[src/rtl/irq_arbiter2.sv]
module irq_arbiter2 (
  input  logic       clk,
  input  logic       rst_n,
  input  logic [1:0] req_ext,
  input  logic [1:0] req_tmr,
  input  logic [1:0] req_ser,
  input  logic [1:0] req_t2,
  input  logic       en_wr,
  input  logic [7:0] en_wdata,
  output logic [7:0] en_rdata,
  input  logic       pri_wr,
  input  logic [7:0] pri_wdata,
  output logic [7:0] pri_rdata,
  output logic       irq_req,
  output logic [7:0] irq_vec,
  input  logic       irq_take,
  input  logic       reti,
  input  logic       instr_done,
  output logic [5:0] ack,
  output logic [5:0] flag_clr
);
  localparam logic [7:0] EN_MASK  = 8'hBF;
  localparam logic [7:0] PRI_MASK = 8'h3F;
  localparam logic [5:0] HW_CLR   = 6'b001010;

  logic [7:0] en_q, pri_q;
  logic       ins_hi, ins_lo, hold_q;
  logic [5:0] src, pend, hi, lo, cand;
  logic [2:0] win;

  assign src  = {|req_t2, |req_ser, req_tmr[1], req_ext[1], req_tmr[0], req_ext[0]};
  assign pend = src & en_q[5:0] & {6{en_q[7]}};
  assign hi   = pend & pri_q[5:0];
  assign lo   = pend & ~pri_q[5:0];
  assign cand = ins_hi ? 6'b0 : (|hi ? hi : (ins_lo ? 6'b0 : lo));

  always_comb begin
    win = 3'd0;
    for (int i = 5; i >= 0; i--)
      if (cand[i]) win = 3'(i);
  end

  assign irq_req   = |cand && !hold_q;
  assign irq_vec   = {2'b00, win, 3'b011};
  assign ack       = (irq_req && irq_take) ? (6'b1 << win) : 6'b0;
  assign flag_clr  = ack & HW_CLR;
  assign en_rdata  = en_q;
  assign pri_rdata = pri_q;

  always_ff @(posedge clk) begin
    if (!rst_n) begin
      en_q   <= '0;
      pri_q  <= '0;
      ins_hi <= 1'b0;
      ins_lo <= 1'b0;
      hold_q <= 1'b0;
    end else begin
      if (en_wr)  en_q  <= en_wdata & EN_MASK;
      if (pri_wr) pri_q <= pri_wdata & PRI_MASK;
      if (reti) begin
        if (ins_hi) ins_hi <= 1'b0;
        else        ins_lo <= 1'b0;
      end else if (irq_req && irq_take) begin
        if (|hi) ins_hi <= 1'b1;
        else     ins_lo <= 1'b1;
      end
      if (reti)            hold_q <= 1'b1;
      else if (instr_done) hold_q <= 1'b0;
    end
  end

  AST_ACK_ONEHOT: assert property (@(posedge clk) disable iff (!rst_n) $onehot0(ack));
  AST_ACK_NEEDS_TAKE: assert property (@(posedge clk) disable iff (!rst_n) (|ack) |-> (irq_take && irq_req));
  AST_VEC_FORM: assert property (@(posedge clk) disable iff (!rst_n) irq_req |-> (irq_vec[2:0] == 3'b011 && irq_vec < 8'h30));
  AST_MASTER_GATE: assert property (@(posedge clk) disable iff (!rst_n) !en_q[7] |-> !irq_req);
  AST_HI_NO_NEST: assert property (@(posedge clk) disable iff (!rst_n) ins_hi |-> !irq_req);
  AST_RETI_HOLD: assert property (@(posedge clk) disable iff (!rst_n) reti |=> !irq_req);
  AST_CLR_TIMERS: assert property (@(posedge clk) disable iff (!rst_n) (flag_clr & ~ack) == 6'b0);
endmodule

[config.mk]
export PLATFORM = sky130hd
export DESIGN_NAME = irq_arbiter2
export DESIGN_NICKNAME = d
export VERILOG_FILES = /design/src/rtl/irq_arbiter2.sv
export SDC_FILE = /design/constraint.sdc
export NUM_CORES = 1
export LEC_CHECK = 0
export BUFFER_PORTS_ARGS = -buffer_cell sky130_fd_sc_hd__clkbuf_2
export CAP_MARGIN = 20
export CORE_UTILIZATION = 35
export CTS_BUF_LIST = sky130_fd_sc_hd__clkbuf_4 sky130_fd_sc_hd__clkbuf_8
export DETAILED_ROUTE_END_ITERATION = 7
export PLACE_DENSITY_LB_ADDON = 0.2
export REMOVE_ABC_BUFFERS = 1
export SYNTH_ARGS = -nofsm -noshare
export SYNTH_HDL_FRONTEND = slang
export SYNTH_SLANG_ARGS = --single-unit
[constraint.sdc]
create_clock -name clk -period 2.9 [get_ports clk]
set_input_delay 0.58 -clock clk [delete_from_list [all_inputs] [get_ports clk]]
set_output_delay 0.58 -clock clk [all_outputs]
set_load 0.02 [all_outputs]
After elaboration in Yosys (flattened, before gate mapping). Cells that the tools add are included.

Bits in registers: 16. Bits of input ports: 31. Output and inout bits: 37.

Eq/ne operators: 2. Shift-type cells: 1. Muxes and demuxes: 16. Bitwise gates (word level): 6. Reductions and logical operators: 12.

Operators by type and width (count): 6-bit AND (4); 6-bit 2-to-1 mux (4); 3-bit 2-to-1 mux (6); 6-bit OR reduction (2); 1-bit 2-to-1 mux (6); 6-bit inverter (1); 2-bit OR reduction (3); 1-bit by 3-bit << shifter with 6-bit output, first input constant (1); 2-bit inequality test, second input constant (2); 2-bit nonzero test (2); 3-bit AND reduction (1); 1-bit logical AND (2); 2-bit AND reduction (1); 1-bit zero test (1); 1-bit inverter (1).

Depth between registers and ports, before layout.
Depth in word-level cells: 15. Depth in mapped cells: 8. Depth with buffers taken out: 7.

Least setup slack after synthesis. No wires, ideal clock.

Kind: input to output. Start: input req_ser[1]. End: output flag_clr[3]. Arrival: 2365 ps. Data required time: 2320 ps. Slack: -45 ps. Cell stages on the path: 7. Path buffers: 1. Cell sequence: o2111a_1 -> a31oi_1 -> a31oi_1 -> nor3_1 -> nand3b_1 -> nor2_1 -> buf_4.

RTL lines: from (decl) (line 6) `input logic [1:0] req_ser,`; 2-bit OR reduction (*) (line 31) `assign src = {|req_t2, |req_ser, req_tmr[1], req_ext[1], req_tmr[0], req_ext[0]};`; 6-bit AND (*) (2 in series) (line 32) `assign pend = src & en_q[5:0] & {6{en_q[7]}};`; 6-bit AND, on equally long branches (line 33, 34); 6-bit OR reduction / 6-bit 2-to-1 mux (equally long branches) (line 35) `assign cand = ins_hi ? 6'b0 : (|hi ? hi : (ins_lo ? 6'b0 : lo));`; 6-bit 2-to-1 mux (*) (2 in series) (line 35); 3-bit 2-to-1 mux (4 in series) (line 40) `if (cand[i]) win = 3'(i);`; 3-bit 2-to-1 mux (*) (line 40); named net irq_vec[4] (line 15) `output logic [7:0] irq_vec,`; 1-bit by 3-bit << shifter with 6-bit output (*) (line 45) `assign ack = (irq_req && irq_take) ? (6'b1 << win) : 6'b0;`; 6-bit 2-to-1 mux (*) (line 45); to (decl) (line 20) `output logic [5:0] flag_clr`.

The timed path passes the listed nets; every way through them passes the cells marked *.

Worst setup path in the final report.
Start: register ins_lo. End: output ack[1].

Cells in the longest elaborated chain, start to end: 11.

RTL lines: from (decl) (line 27) `logic ins_hi, ins_lo, hold_q;`; from (signal assigned) (line 55) `ins_lo <= 1'b0;`; from (signal assigned) (line 62) `else ins_lo <= 1'b0;`; from (signal assigned) (line 65) `else ins_lo <= 1'b1;`; 6-bit 2-to-1 mux (*) (3 in series) (line 35); 3-bit 2-to-1 mux (6 in series) (line 40); 1-bit by 3-bit << shifter with 6-bit output (line 45); 6-bit 2-to-1 mux (*) (line 45); to (decl) (line 19) `output logic [5:0] ack,`.

Mark *: on every way between the ends. The rest lies on a longest branch, timed or not.

==> impl_results.md <==
* Status: complete, but fails checks
* Failing checks: DRC
* Placed instance count at 207
* Fmax achieved at about 360 MHz
* Area growth, synth to finish at 31.3%
* Total congestion overflow at 0
* Setup Skew at around 0.0035 ns
* Crit Path Category: register to output port
* Max-cap viol count at 0
* Filler cells at 277
* Slew Limit Headroom at 0.615
* Final setup viols at 0
* Peak VDD IR at 0.260 mV
* Clock buffer depth at 2
* Final Critical Period at 2.79 ns
* Pwr Density at between 300 and 400 nW/µm²
* Latest clock arrival within the worst-skew pair at ~0.28 ns
* Synthesized area per cell at between 8 and 9 µm²
* CTS buffer count at 3
* CTS tree: yes
* WL/cell at 12.4 µm
* Die extent in x at about 58 µm
* DR DRC count at 5
* Row Count at 19
* First-iteration detailed-routing DRC count at 32
* Hold/Removal Path Class: primary input to register
* Number of distinct library cells after synthesis at 39
* Most frequent cells in the layout: 49 x clkbuf_2, 15 x nor2b_1, 14 x dfxtp_1
* Die area at 3350 µm²
* Final Cycle Share at 0.963
* Async set-reset flop share out of synthesis at 0
* First-pass GRT wire length at 4040 µm
* Data arrival time of the worst path at between 2 and 2.5 ns
* Core area at 2850 µm²
* Non-Filler Instances at 214
* Port buffer count at 52
* Initial antenna violation count at 0
* Largest net degree at the start of global routing at 17
* ANT nets after route at 0
* CP endpoint kind: output port
* Multi-input gate area at between 700 and 800 µm²
* Mapped Area at 1090 µm²
* Via density at 5.12
* Reg-to-reg startpoint: ins_lo
* H-tree levels at 1
* Hold buffers post-CTS at 0
* Final Hold Fails at 0
* Warnings, synthesis at 0
* Hold_sp: reti
* RD Place Congestion at between 0.8 and 0.9
* N_diodes at 0
* Gr usage total at 0.154
* Routed vias at 1096
* LEAKAGE at roughly 0.68 nW
* Worst Path Max Fanout at 4
* HPWL Detailed at 2100 µm
* DR pass1 iterations at 8
* Die Ht at 57.9 µm
* Reg clk slew, reported paths at 0.09 ns
* Crit path launch type: register
* Synthesized flop and latch total at 16
* Post-synthesis cell count at 130
* Seq/Total Area, Yosys at 0.293
* IO Pins at between 60 and 70
* Final nets at 215
* Storage cell area at 325 µm²
* Vias in the first global route at 965
* Crit path required time at between 2 and 2.5 ns
* Commonest non-fill, non-tap cell in the layout: clkbuf_2
* Primary FF master, synth: dfxtp_1
* Hold slack at 0.459 ns
* Clock Tree Root: clkbuf_4
* Post-synth EDFFs at 0
* CP startpoint: ins_lo
* Starting density of the core at 0.383
* TritonCTS Sinks at 16
* Routed WL at roughly 2600 µm
* Slew at the pin closest to its max-slew limit at between 0.5 and 0.6 ns
* Share of cells above drive strength 1 at 0.421
* Final slew viol count at 0
## worst paths after layout
kind / to / slack (ns) / cells after the start
min reg2reg: hold_q / 0.51 / 2
max: ack[1] / 0.11 / 7
min: ins_hi / 0.46 / 2
max reg2reg: ins_lo / 1.46 / 6
## where the power goes
group	internal, mW	switching [mW]
clock network	0.0764	0.0696
registers	0.231	0.0142
logic	0.0497	0.0705
## cells in the mapped netlist, types with 3 or more instances
library cell | count | area share
buf_4 | 14 | 0.096
mux2i_1 | 13 | 0.12
clkbuf_1 | 3 | 0.010
dfxtp_1 | 16 | 0.29
nand2b_1 | 3 | 0.017
nor2b_1 | 15 | 0.086
nand3b_1 | 5 | 0.034
nor2_1 | 10 | 0.034
nand2_1 | 5 | 0.017
nand4_1 | 4 | 0.023
o21ai_0 | 3 | 0.014
a21oi_1 | 3 | 0.014
## flip-flops by register name, summed over array words and instances (netlist names)
register and flops:
en_rdata 7, pri_rdata 6, hold_q 1, ins_hi 1, ins_lo 1
## what timing repair did
action | CTS | global route
setup endpoints to repair | 9 | 9
pin swaps | 0 | 5
setup buffers | 0 | 3
endpoints found under the hold margin | 0 | 0
gates resized for setup | 1 | 15
## worst max-delay path: stages, from the launching register on
cell	delay [ns]
dfxtp_2	0.36
nand2b_1	0.15
or2_1	0.28
a2111oi_4	0.39
o221ai_2	0.15
a32o_2	0.27
nor2_1	0.15
clkbuf_2	0.19
## layer usage
| layer | global-route usage | vias up | routed length [µm] |
|---|---|---|---|
| li1 | - | 550 | - |
| met2 | 0.269 | 61 | 1230 |
| met1 | 0.193 | 481 | 1190 |
| met4 | 0.0510 | 0 | 27 |
| met3 | 0.0246 | 4 | 202 |
| met5 | 0 | - | 0 |
## per-stage QoR
stage                     total power [mW]  worst slack, ns  TNS, ns  utilization  instance area, µm²
after floorplan                      0.316          -0.0373  -0.0746            -                1000
after global placement               0.361           0.0921        0        0.461                1320
after detailed placement             0.364            0.105        0        0.461                1320
after CTS                            0.511           0.0129        0        0.475                1350
after global routing                 0.541          -0.0437   -0.169        0.503                1430
final                                0.512            0.107        0        0.503                1430
## final cells by class
class	instances	area share
timing repair buffer	57	0.208
clock buffer	4	0.0253
tap	31	0.0271
inverter	2	0.00524
multi-input combinational	104	0.508
sequential	16	0.227
## logic make-up after synthesis
logic type | after synthesis | synth area share
AO/OA/AOI/OAI | 23 | 0.157
other | 2 | 0.00688
AND/OR/NAND/NOR | 56 | 0.300
flip-flops | 16 | 0.293
buffers and inverters | 20 | 0.124
multiplexers | 13 | 0.119
No activity file was read; power rests on OpenSTA's default activity.
